**src/rtl/cfgio_pkg.sv**
```systemverilog
package cfgio_pkg;

    // Host-visible offsets of the register window
    localparam int unsigned OFF_TARGET = 'h064;
    localparam int unsigned OFF_WCFG   = 'h068;
    localparam int unsigned OFF_WIO    = 'h06C;
    localparam int unsigned OFF_WMEM   = 'h070;

    typedef enum logic [1:0] {
        KIND_CFG = 2'b00,
        KIND_IO  = 2'b01,
        KIND_MEM = 2'b10
    } kind_e;

    typedef enum logic [1:0] {
        SZ_BYTE = 2'b00,
        SZ_HALF = 2'b01,
        SZ_WORD = 2'b10,
        SZ_WIDE = 2'b11
    } size_e;

    typedef enum logic [1:0] {
        S_IDLE,
        S_SETUP,
        S_ISSUE,
        S_RESP
    } seq_state_e;

endpackage

```
**src/rtl/cfgio_decode.sv**
```systemverilog
module cfgio_decode
    import cfgio_pkg::*;
#(
    parameter int OFF_W  = 12,
    parameter int LANES  = 4,
    parameter int LIDX_W = 2
) (
    input  logic [OFF_W-1:0]  off,
    input  size_e             size,
    output logic              hit_win,
    output logic              hit_target,
    output kind_e             kind,
    output logic [LIDX_W-1:0] lane,
    output logic [LANES-1:0]  be
);

    logic [OFF_W-1:0] base;
    assign base = {off[OFF_W-1:LIDX_W], {LIDX_W{1'b0}}};

    // Which register or window the access lands in
    always_comb begin
        hit_target = (base == OFF_W'(OFF_TARGET));
        hit_win    = 1'b1;
        kind       = KIND_CFG;
        if (base == OFF_W'(OFF_WCFG)) begin
            kind = KIND_CFG;
        end else if (base == OFF_W'(OFF_WIO)) begin
            kind = KIND_IO;
        end else if (base == OFF_W'(OFF_WMEM)) begin
            kind = KIND_MEM;
        end else begin
            hit_win = 1'b0;
        end
    end

    // Lane index and byte enables from size and low offset bits
    always_comb begin
        unique case (size)
            SZ_BYTE: begin
                lane = off[LIDX_W-1:0];
                be   = LANES'(1) << lane;
            end
            SZ_HALF: begin
                lane = {off[LIDX_W-1:1], 1'b0};
                be   = LANES'(3) << lane;
            end
            default: begin
                lane = '0;
                be   = '1;
            end
        endcase
    end

endmodule

```
**src/rtl/cfgio_lanes.sv**
```systemverilog
module cfgio_lanes
    import cfgio_pkg::*;
#(
    parameter int DATA_W = 32,
    parameter int LANES  = DATA_W / 8,
    parameter int LIDX_W = 2
) (
    input  logic [LIDX_W-1:0] lane,
    input  size_e             size,
    input  logic [DATA_W-1:0] wdata_just,
    input  logic [DATA_W-1:0] rdata_lanes,
    output logic [DATA_W-1:0] wdata_lanes,
    output logic [DATA_W-1:0] rdata_just
);

    localparam int SH_W = LIDX_W + 3;

    logic [SH_W-1:0]   shamt;
    logic [DATA_W-1:0] rd_down;
    logic [DATA_W-1:0] wr_masked;
    logic [LANES-1:0]  keep;

    assign shamt   = {lane, 3'b000};
    assign rd_down = rdata_lanes >> shamt;

    // Per-lane keep mask: one lane for a byte, two for a halfword
    for (genvar i = 0; i < LANES; i++) begin : g_lane
        assign keep[i] = (size == SZ_BYTE) ? (i == 0) :
                         (size == SZ_HALF) ? (i < 2)  : 1'b1;
        assign rdata_just[8*i +: 8] = keep[i] ? rd_down[8*i +: 8]    : 8'h00;
        assign wr_masked[8*i +: 8]  = keep[i] ? wdata_just[8*i +: 8] : 8'h00;
    end

    assign wdata_lanes = wr_masked << shamt;

endmodule

```
**src/rtl/cfgio_seq.sv**
```systemverilog
module cfgio_seq
    import cfgio_pkg::*;
#(
    parameter int DATA_W = 32,
    parameter int LANES  = DATA_W / 8,
    parameter int LIDX_W = 2
) (
    input  logic              clk,
    input  logic              rst_n,
    input  logic              host_req,
    input  logic              host_we,
    input  logic [DATA_W-1:0] host_wdata,
    input  logic              dec_win,
    input  logic              dec_target,
    input  kind_e             dec_kind,
    input  logic [LIDX_W-1:0] dec_lane,
    input  size_e             dec_size,
    input  logic [LANES-1:0]  dec_be,
    input  logic [DATA_W-1:0] target_q,
    input  logic [DATA_W-1:0] rd_just,
    input  logic              ds_ack,
    input  logic              ds_abort,
    output logic              target_we,
    output logic              ds_req,
    output logic              host_ready,
    output logic [DATA_W-1:0] host_rdata,
    output kind_e             kind_q,
    output logic              we_q,
    output logic [LANES-1:0]  be_q,
    output logic [LIDX_W-1:0] lane_q,
    output size_e             size_q,
    output logic [DATA_W-1:0] wdata_q,
    output logic              err_flag
);

    seq_state_e st, nx;
    logic [DATA_W-1:0] rdata_q;
    logic              err_q;

    // State register
    always_ff @(posedge clk or negedge rst_n) begin
        if (!rst_n) st <= S_IDLE;
        else        st <= nx;
    end

    // Next state
    always_comb begin
        nx = st;
        unique case (st)
            S_IDLE:  if (host_req) nx = dec_win ? S_SETUP : S_RESP;
            S_SETUP: nx = S_ISSUE;
            S_ISSUE: if (ds_ack) nx = S_RESP;
            S_RESP:  nx = S_IDLE;
            default: nx = S_IDLE;
        endcase
    end

    // Outputs decoded from state
    always_comb begin
        ds_req     = (st == S_ISSUE);
        host_ready = (st == S_RESP);
        target_we  = (st == S_IDLE) && host_req && host_we && dec_target;
    end

    // Request fields, result and sticky error
    always_ff @(posedge clk or negedge rst_n) begin
        if (!rst_n) begin
            kind_q  <= KIND_CFG;
            we_q    <= 1'b0;
            be_q    <= '0;
            lane_q  <= '0;
            size_q  <= SZ_WORD;
            wdata_q <= '0;
            rdata_q <= '0;
            err_q   <= 1'b0;
        end else begin
            case (st)
                S_IDLE: begin
                    if (host_req) begin
                        if (dec_win) begin
                            kind_q  <= dec_kind;
                            we_q    <= host_we;
                            be_q    <= dec_be;
                            lane_q  <= dec_lane;
                            size_q  <= dec_size;
                            wdata_q <= host_wdata;
                        end else begin
                            rdata_q <= (dec_target && !host_we) ? target_q : '0;
                        end
                    end
                end
                S_ISSUE: begin
                    if (ds_ack) begin
                        if (ds_abort) err_q <= 1'b1;
                        if (we_q)          rdata_q <= '0;
                        else if (ds_abort) rdata_q <= '1;
                        else               rdata_q <= rd_just;
                    end
                end
                default: ;
            endcase
        end
    end

    assign host_rdata = rdata_q;
    assign err_flag   = err_q;

endmodule

```
**src/rtl/cfgio_bridge.sv**
```systemverilog
module cfgio_bridge
    import cfgio_pkg::*;
#(
    parameter int OFF_W  = 12,
    parameter int DATA_W = 32
) (
    input  logic                  clk,
    input  logic                  rst_n,
    input  logic                  host_req,
    input  logic                  host_we,
    input  logic [OFF_W-1:0]      host_addr,
    input  logic [1:0]            host_size,
    input  logic [DATA_W-1:0]     host_wdata,
    output logic                  host_ready,
    output logic [DATA_W-1:0]     host_rdata,
    output logic                  ds_req,
    output logic                  ds_we,
    output logic [1:0]            ds_kind,
    output logic [DATA_W-1:0]     ds_addr,
    output logic [DATA_W/8-1:0]   ds_be,
    output logic [DATA_W-1:0]     ds_wdata,
    input  logic                  ds_ack,
    input  logic                  ds_abort,
    input  logic [DATA_W-1:0]     ds_rdata,
    output logic                  err_flag
);

    localparam int LANES  = DATA_W / 8;
    localparam int LIDX_W = $clog2(LANES);
    localparam int PORT_W = 16;

    logic              dec_win, dec_target;
    kind_e             dec_kind;
    logic [LIDX_W-1:0] dec_lane;
    logic [LANES-1:0]  dec_be;
    size_e             dec_size;

    logic              target_we;
    logic [DATA_W-1:0] target_q;
    kind_e             kind_q;
    logic [LIDX_W-1:0] lane_q;
    size_e             size_q;
    logic [DATA_W-1:0] wdata_q;
    logic [DATA_W-1:0] rd_just;

    assign dec_size = size_e'(host_size);

    cfgio_decode #(.OFF_W(OFF_W), .LANES(LANES), .LIDX_W(LIDX_W)) u_dec (
        .off        (host_addr),
        .size       (dec_size),
        .hit_win    (dec_win),
        .hit_target (dec_target),
        .kind       (dec_kind),
        .lane       (dec_lane),
        .be         (dec_be)
    );

    // Shared target register, kept across data accesses
    always_ff @(posedge clk or negedge rst_n) begin
        if (!rst_n)         target_q <= '0;
        else if (target_we) target_q <= host_wdata;
    end

    cfgio_seq #(.DATA_W(DATA_W), .LANES(LANES), .LIDX_W(LIDX_W)) u_seq (
        .clk        (clk),
        .rst_n      (rst_n),
        .host_req   (host_req),
        .host_we    (host_we),
        .host_wdata (host_wdata),
        .dec_win    (dec_win),
        .dec_target (dec_target),
        .dec_kind   (dec_kind),
        .dec_lane   (dec_lane),
        .dec_size   (dec_size),
        .dec_be     (dec_be),
        .target_q   (target_q),
        .rd_just    (rd_just),
        .ds_ack     (ds_ack),
        .ds_abort   (ds_abort),
        .target_we  (target_we),
        .ds_req     (ds_req),
        .host_ready (host_ready),
        .host_rdata (host_rdata),
        .kind_q     (kind_q),
        .we_q       (ds_we),
        .be_q       (ds_be),
        .lane_q     (lane_q),
        .size_q     (size_q),
        .wdata_q    (wdata_q),
        .err_flag   (err_flag)
    );

    cfgio_lanes #(.DATA_W(DATA_W), .LANES(LANES), .LIDX_W(LIDX_W)) u_lanes (
        .lane        (lane_q),
        .size        (size_q),
        .wdata_just  (wdata_q),
        .rdata_lanes (ds_rdata),
        .wdata_lanes (ds_wdata),
        .rdata_just  (rd_just)
    );

    // Address formed per cycle type from the target register
    always_comb begin
        if (kind_q == KIND_IO)
            ds_addr = {{(DATA_W-PORT_W){1'b0}}, target_q[PORT_W-1:0]};
        else
            ds_addr = {target_q[DATA_W-1:LIDX_W], {LIDX_W{1'b0}}};
    end

    assign ds_kind = kind_q;

endmodule

```
**config.mk**
```make
export PLATFORM = sky130hd
export DESIGN_NAME = cfgio_bridge
export DESIGN_NICKNAME = d
export VERILOG_FILES = /design/src/rtl/cfgio_pkg.sv /design/src/rtl/cfgio_decode.sv /design/src/rtl/cfgio_lanes.sv /design/src/rtl/cfgio_seq.sv /design/src/rtl/cfgio_bridge.sv
export SDC_FILE = /design/constraint.sdc
export NUM_CORES = 1
export LEC_CHECK = 0
export BUFFER_PORTS_ARGS = -buffer_cell sky130_fd_sc_hd__buf_2
export CAP_MARGIN = 10
export CELL_PAD_IN_SITES_DETAIL_PLACEMENT = 0
export CELL_PAD_IN_SITES_GLOBAL_PLACEMENT = 1
export CORE_MARGIN = 4
export CORE_UTILIZATION = 43
export CTS_CLUSTER_SIZE = 40
export DETAILED_ROUTE_END_ITERATION = 7
export PLACE_DENSITY = 0.84
export SLEW_MARGIN = 30
export SYNTH_ARGS = -nofsm -noshare
export SYNTH_HDL_FRONTEND = slang
export SYNTH_HIERARCHICAL = 1
export SYNTH_SLANG_ARGS = --single-unit
```
**constraint.sdc**
```tcl
create_clock -name clk -period 5.12 [get_ports clk]
set_clock_uncertainty 0.2 [all_clocks]
set_input_delay 0.768 -clock clk [delete_from_list [all_inputs] [get_ports clk]]
set_output_delay 0.768 -clock clk [all_outputs]
set_load 0.005 [all_outputs]
```
---- Yosys cells after proc, flatten, opt, wreduce, memory -nomap -nowiden ----
Cells that the tools add are included.
storage, ports and cells
  flip-flop bits (word level) ............. 110
  output and inout port bits .............. 106
  input port bits ......................... 84
  word-level logic and storage cells ...... 68
cells by class
  shift-type cells ........................ 4
  reduce and logical (&&, ||, !) cells .... 13
  equality and inequality tests ........... 13
  multiplexer cells ....................... 28
operators with widths
  cell                                                                     number
  32-bit two-way mux                                                       7
  32-bit one-hot mux with 2 select lines                                   1
  8-bit two-way mux                                                        6
  10-bit by 5-bit equality test with 1-bit output (second input constant)  4
  32-bit by 5-bit << shifter with 32-bit output                            1
  32-bit by 5-bit right shift with 32-bit output                           1
  2-bit two-way mux                                                        6
  2-bit by 1-bit equality test with 1-bit output (second input constant)   4
  2-bit one-hot mux with 4 select lines                                    1
  4-bit one-hot mux with 2 select lines                                    1
  2-bit zero test                                                          3
  3-bit AND reduction                                                      2
  1-bit two-way mux                                                        5
  2-bit equality test (second input constant)                              2
  1-bit logical AND                                                        4
  2-bit != test (second input constant)                                    2
  2-bit one-hot mux with 2 select lines                                    1
  4-bit AND reduction                                                      1
  1-bit by 2-bit << shifter with 4-bit output (first input constant)       1
  2-bit by 2-bit << shifter with 4-bit output (first input constant)       1
  2-bit by 1-bit != test with 1-bit output (second input constant)         1
  2-bit AND reduction                                                      1
  2-bit nonzero test                                                       1
  1-bit zero test                                                          1

---- Depth between registers and ports, before layout ----
Gate-level depths: netlist of run 1.
  word-level depth ........................ 8
  depth in mapped cells ................... 8
  mapped depth without buffers ............ 6

---- By module ----
The synthesis of run 1 kept the hierarchy.
modules (own cells, without submodules)
  module        sequential area each (µm²)  times used  area each (µm²)  cells each
  cfgio_seq     1953.1                      1           3469.6           255
  cfgio_bridge  800.8                       1           1554.0           106
  cfgio_lanes   0.0                         1           1154.9           170
  cfgio_decode  0.0                         1           128.9            19

---- Worst setup path before layout of run 1 ----
Ideal clock, no wire load.
  kind .................................... input-to-reg
  start ................................... input host_addr[9]
  end ..................................... register u_seq.rdata_q[10], in the netlist u_seq/host_rdata[10]
  cell stages on the path ................. 6
  data required time ...................... 4.856 ns
  setup time .............................. 0.064 ns
  setup slack ............................. 2.417 ns
  buffers on the path ..................... 1
  data arrival time ....................... 2.439 ns
  cells stage by stage .................... or4_4 > nor4b_2 > nor3b_2 > clkbuf_1 > o2bb2ai_1 > mux2_2
on the way
  word-level cells in the longest chain between the ends .. 6
  elaborated cells between the ends (all ways) .. 14
  those cells by class .................... 5 x eq/ne; 7 x mux; 2 x reduce/logical
RTL lines
  what                                             RTL line            source
  start: declaration                               cfgio_bridge.sv:11  input logic [OFF_W-1:0] host_addr,
  10-bit by 5-bit equality test with 1-bit output  cfgio_decode.sv:22  hit_target = (base == OFF_W'(OFF_TARGET));
  via dec_target                                   cfgio_bridge.sv:32  logic dec_win, dec_target;
  1-bit logical AND                                cfgio_seq.sv:88     rdata_q <= (dec_target && !host_we) ? target_q : '0;
  32-bit two-way mux                               cfgio_seq.sv:88
  32-bit two-way mux                               cfgio_seq.sv:80     if (dec_win) begin
  32-bit two-way mux                               cfgio_seq.sv:79     if (host_req) begin
  32-bit one-hot mux with 2 select lines           cfgio_seq.sv:77     case (st)
  end signal: assignment                           cfgio_seq.sv:88
  end signal: assignment                           cfgio_seq.sv:97     else rdata_q <= rd_just;
  end: declaration                                 cfgio_seq.sv:37     logic [DATA_W-1:0] rdata_q;
The timed path passes the listed nets, and every way through them passes these cells. The select of a mux whose other input is x is not followed.
A chain may end at the register's enable or synchronous reset.

---- Worst setup path in the final report of run 1 ----
  start ................................... register u_seq.lane_q[1]
  end ..................................... output ds_wdata[23]
on the way
  word-level cells in the longest chain between the ends .. 1
RTL lines
  what                                           RTL line            source
  start: declaration                             cfgio_seq.sv:30     output logic [LIDX_W-1:0] lane_q,
  start signal: assignment                       cfgio_seq.sv:84     lane_q <= dec_lane;
  32-bit by 5-bit << shifter with 32-bit output  cfgio_lanes.sv:34   assign wdata_lanes = wr_masked << shamt;
  end: declaration                               cfgio_bridge.sv:21  output logic [DATA_W-1:0] ds_wdata,
Every way passes these cells.

==> flow_metrics.tcl, run 1 <==
set metrics [dict create \
    core_area_sq_um 14100 \
    drtAntennaViolNets 0 \
    totalNegativeSetupSlack_ns 0 \
    startpoint_type "flop" \
    holdCritPathClass "primary input to async pin" \
    num_vias 4866 \
    cts-root-buf "clkbuf_16" \
    cts_resized 0 \
    wl_um 18900 \
    antenna_found_initial 0 \
    synth_most_common_cell "dfrtp_1" \
    gp_congestion 0.817 \
    nFillCells 1297 \
    finalHoldViolCount 0 \
    grt.overflow.total 0 \
    placementRows 43 \
    synth_commonest_cells "109 x dfrtp_1, 72 x mux2_2, 59 x nor2_1" \
    wire_per_inst_um 21.4 \
    worstPathMaxFanout 22 \
    cts_tree "done" \
    fmax_mhz 295 \
    dpl.hpwl_um 14100 \
    layout-drive-gt1-share 0.460 \
    worst_pin_slew_ns 0.799 \
    first_pass_iters 5 \
    relSlewSlack 0.465 \
    io_pins 190 \
    cts_setup_buffers 0 \
    grt_max_degree 76 \
    synth_top_area_cell "dfrtp_1" \
    rsz0062_at_grt "false" \
    cp.arrival_ns 2.42 \
    clkLatencyLatePin_ns 0.35 \
    cp.required_ns 4.15 \
    ctsHoldBuffers 0 \
    maxCapViolations 0 \
    final_max_slew_viol_count 0 \
    synthArstFlopShare 1.00 \
    synth_area_leaders "dfrtp_1 43%, mux2_2 13%, mux2_4 6.2%" \
    io_buffers 189 \
    drt-initial-drc-count 381 \
    grt_pass1_wl_um 28600 \
    syn_inst 550 \
    critPathSlowestCell "dfrtp_1" \
    mappedNetlistNets 638 \
    synth_top_area_frac 0.432 \
    track_usage 0.225 \
    power_density_nw_per_um2 344 \
    die_x_um 129 \
    crit_type "flop to output pin" \
    status "complete, no violations" \
    ys.flop_type "dfrtp_1" \
    cts_buffers 9 \
    clkTransAtPathRegs_ns 0.07 \
    ys_ff_latch 110 \
    clockBufferDepth 2 \
    crit_buf_inv 1 \
    clkSinkCount 110 \
    max-vdd-ir-drop_v 0.000244 \
    syn_avg_cell_area_sq_um 11.5 \
    via_per_inst 5.49 \
    leakagePower_nw 3.75 \
    fin_crit_sh 0.663 \
    endpoint_kind "output pin" \
    critPathMaxStageDelay_ns 0.67 \
    antenna_cells 0 \
    cts_max_level 3 \
    finalCriticalPeriod_ns 3.39 \
    synthDistinctLibCells 50 \
    drcViolationCount 0 \
    ys_warn_count 6 \
    grt_pass1_vias 5023 \
    initial_core_util 0.447 \
    syn_area_sq_um 6310 \
    crit_family "simple AND/OR/NAND/NOR gates" \
    fin_nets 790 \
    fp.dieH_um 129 \
    design_power_total_mw 2.56 \
    layout-area-overhead-vs-synth_pct 17.7 \
    fp.dieArea_sq_um 16700 \
    ys_seq_area_frac 0.437 \
    synth-edff-count 0 \
    finalSetupViolCount 0 \
    cp_cell_sequence "nor2b_2 > and2_1 > o2bb2ai_1 > buf_2" \
]
==> sequential cells by signal, indices dropped and copies added, names as in the netlist <==
register and cells:
u_seq/st 2, u_seq/kind_q 2, u_seq/be_q 4, u_seq/wdata_q 32
target_q 32, u_seq/size_q 2, u_seq/host_rdata 32, u_seq/err_flag 1
u_seq/lane_q 2, u_seq/we_q 1
==> per-stage QoR <==
step                      cells  instance area (sq um)  hold WS [ns]  setup slack, ns   util
after floorplan             550                   6310         0.266             2.42      -
after global placement      871                   7140         0.253             1.66  0.506
after detailed placement    871                   7140         0.273             1.93  0.506
after CTS                   887                   7420         0.290             1.76  0.527
after global routing        887                   7430         0.285             1.61  0.527
final                       887                   7430         0.241             1.73  0.527
==> kinds of logic after synthesis <==
group | synth area share
and+or+nand+nor | 0.126
muxes | 0.241
DFF | 0.437
AOI/OAI and AO/OA | 0.120
buffers and inverters | 0.0684
adders and majority gates | 0.00794
==> metal layers <==
| metal | share of wire | vias up | GRT usage | wire [um] |
|---|---|---|---|---|
| met5 | 0 | - | 0 | 0 |
| met4 | 0.017 | 0 | 0.0698 | 330 |
| met3 | 0.067 | 20 | 0.0342 | 1260 |
| met2 | 0.47 | 206 | 0.360 | 8980 |
| met1 | 0.44 | 2398 | 0.316 | 8370 |
| li1 | - | 2242 | - | - |
==> worst paths after layout <==
path	depth (start not counted)	end	from	slack, ns
max	4	ds_wdata[23]	u_seq/lane_q[1]	1.73
min	1	u_seq/host_rdata[30]	rst_n	0.24
max reg2reg	7	u_seq/host_rdata[0]	u_seq/lane_q[1]	2.41
min reg2reg	1	u_seq/err_flag	u_seq/err_flag	0.29
max in group asynchronous	2	u_seq/lane_q[0]	rst_n	3.50
min in group clk	1	u_seq/err_flag	u_seq/err_flag	0.29
==> cells in the final DEF (no fill, tap or decap), types with 2 or more instances in the layout <==
cell type	count
clkinv_2	2
inv_1	7
clkbuf_1	3
or2_2	4
mux2i_1	24
buf_2	188
o22ai_1	8
and2b_1	2
nand2_1	9
a22oi_1	16
buf_4	7
a211oi_1	9
nor2b_1	17
and2_1	33
or2_1	3
mux2_4	26
clkbuf_16	9
mux2_1	7
nor2_1	59
o21ai_0	3
mux2_2	72
nand2b_1	5
ha_1	4
a21oi_1	16
o2bb2ai_1	40
dfrtp_1	108
==> final cells by class <==
type	count	area (sq um)	area share
Multi-Input combinational cell	378	3130	0.422
Timing Repair Buffer	196	1000	0.135
Clock inverter	4	47.5	0.00640
Sequential cell	110	2760	0.371
Inverter	7	26.3	0.00354
Clock buffer	12	236	0.0318
Tap cell	180	225	0.0303
==> where the power goes <==
group          leakage (nW)  switching [mW]  internal (mW)
logic                  2.13           0.393          0.383
registers              1.49          0.0766           1.01
clock network         0.137           0.314          0.379
(Power assumes the default switching activity.)
==> inputs of run 2 (changes only) <==
--- a/config.mk
+++ b/config.mk
@@ -10,10 +10,10 @@
 export CELL_PAD_IN_SITES_DETAIL_PLACEMENT = 0
 export CELL_PAD_IN_SITES_GLOBAL_PLACEMENT = 1
 export CORE_MARGIN = 4
-export CORE_UTILIZATION = 43
+export CORE_UTILIZATION = 40
 export CTS_CLUSTER_SIZE = 40
 export DETAILED_ROUTE_END_ITERATION = 7
-export PLACE_DENSITY = 0.84
+export PLACE_DENSITY = 0.79
 export SLEW_MARGIN = 30
 export SYNTH_ARGS = -nofsm -noshare
 export SYNTH_HDL_FRONTEND = slang
==> constraint.sdc (replaced) <==
create_clock -name clk -period 3.5 [get_ports clk]
set_clock_uncertainty 0.2 [all_clocks]
set_input_delay 0.525 -clock clk [delete_from_list [all_inputs] [get_ports clk]]
set_output_delay 0.525 -clock clk [all_outputs]
set_load 0.005 [all_outputs]
==> flow_metrics.tcl, run 2 (synthesis results as in run 1) <==
set metrics [dict create \
    status "complete, but fails checks" \
    violations "negative hold slack" \
    final_max_slew_viol_count 0 \
    grt_max_degree 68 \
    first_pass_iters 5 \
    layout-drive-gt1-share 0.464 \
    cts_setup_buffers 0 \
    clockBufferDepth 2 \
    placementRows 45 \
    cp.required_ns 2.77 \
    track_usage 0.216 \
    worstPathMaxFanout 14 \
    initial_core_util 0.412 \
    cts_buffers 9 \
    clkLatencyLatePin_ns 0.35 \
    layout-area-overhead-vs-synth_pct 19.9 \
    worst_pin_slew_ns 0.847 \
    io_buffers 189 \
    drt-initial-drc-count 279 \
    comb_power_share 0.292 \
    switching_share 0.297 \
    fin_crit_sh 0.841 \
    mostFrequentLayoutCell "buf_2" \
    grt.overflow.total 0 \
    gp_congestion 0.838 \
    io_pins 190 \
    crit_type "flop to output pin" \
    hold_ws_ns -0.00765 \
    cts_tree "done" \
    switching_power_mw 1.16 \
    finalSetupViolCount 0 \
    nFillCells 1471 \
    totalNegativeSetupSlack_ns 0 \
    ctsHoldBuffers 0 \
    drtAntennaViolNets 0 \
    reg2reg_depth 6 \
    max-vdd-ir-drop_v 0.000260 \
    design_power_total_mw 3.89 \
    die_x_um 134 \
    drcViolationCount 0 \
    wire_per_inst_um 20.8 \
    endpoint_kind "output pin" \
    cts-root-buf "clkbuf_16" \
    antenna_cells 0 \
    internal_power_mw 2.74 \
    maxCapViolations 0 \
    startpoint_type "flop" \
    finalCriticalPeriod_ns 2.94 \
    holdCritPathClass "primary input to async pin" \
    wl_um 19200 \
    grt_pass1_vias 5182 \
    cts_max_level 3 \
    fmax_mhz 340 \
    clkPwrFrac 0.299 \
    dpl.hpwl_um 14700 \
    power_density_nw_per_um2 515 \
    num_vias 4905 \
    cp.arrival_ns 2.22 \
    clkSinkCount 110 \
    leakagePower_nw 3.80 \
    finalHoldViolCount 11 \
    fp.dieH_um 134 \
    rsz0062_at_grt "false" \
    fp.dieArea_sq_um 17800 \
    final_cell_mix "188 x buf_2, 108 x dfrtp_1, 72 x mux2_2" \
    clkTransAtPathRegs_ns 0.07 \
    antenna_found_initial 1 \
    p_seq_frac 0.409 \
    core_area_sq_um 15300 \
    relSlewSlack 0.435 \
    via_per_inst 5.31 \
    grt_pass1_wl_um 29700 \
    fin_nets 796 \
    cts_resized 0 \
]
run 2: metal layers:
metal / vias to the layer above / track usage / share of wire / wire length, um
met5: - / 0 / 0.00036 / 7
met3: 27 / 0.0393 / 0.059 / 1130
met1: 2447 / 0.296 / 0.44 / 8550
met4: 2 / 0.0766 / 0.022 / 418
met2: 171 / 0.344 / 0.47 / 9120
li1: 2258 / - / - / -
run 2: power by group through the flow:
stage	clock (mW)	combinational, mW	sequential [mW]
3_3_place_gp	0	1.10	1.61
5_1_grt	1.23	1.25	1.62
4_1_cts	1.19	1.15	1.60
2_1_floorplan	0	0.710	1.61
6_report	1.16	1.14	1.59
3_5_place_dp	0	1.15	1.62
run 2: worst max-delay path, stage by stage (launching register included):
cell	delay (ns)
dfrtp_1	0.42
buf_4	0.22
nor2b_2	0.39
and2_1	0.43
o2bb2ai_1	0.23
buf_2	0.18
run 2: worst paths after layout:
check	from	endpoint	slack (ns)
hold reg to reg	u_seq/err_flag	u_seq/err_flag	0.28
min in group clk	host_wdata[1]	target_q[1]	0.19
setup / recovery	u_seq/lane_q[1]	ds_wdata[21]	0.56
hold / removal	rst_n	u_seq/host_rdata[16]	-0.008
max in group asynchronous	rst_n	u_seq/wdata_q[7]	2.25
setup reg to reg	u_seq/st[0]	u_seq/host_rdata[22]	1.13
run 2: metrics by stage:
stage	hold slack [ns]	worst slack [ns]	util	cell area, sq um	instances
floorplan	0.0294	1.04	-	6310	550
detailed placement	0.263	0.686	0.472	7230	908
global route	0.0381	0.492	0.494	7560	924
global placement	0.253	0.764	0.472	7230	908
finish	-0.00765	0.557	0.494	7560	924
CTS	0.0136	0.568	0.494	7560	924
run 2: area by class of cell:
| cell class | count | area [sq um] | area share |
|---|---|---|---|
| multi-input combinational | 378 | 3130 | 0.414 |
| sequential | 110 | 2760 | 0.364 |
| clock buffer | 12 | 236 | 0.0313 |
| inverter | 7 | 26.3 | 0.00347 |
| timing repair buffer | 202 | 1060 | 0.140 |
| tap | 211 | 264 | 0.0349 |
| clock inverter | 4 | 95.1 | 0.0126 |
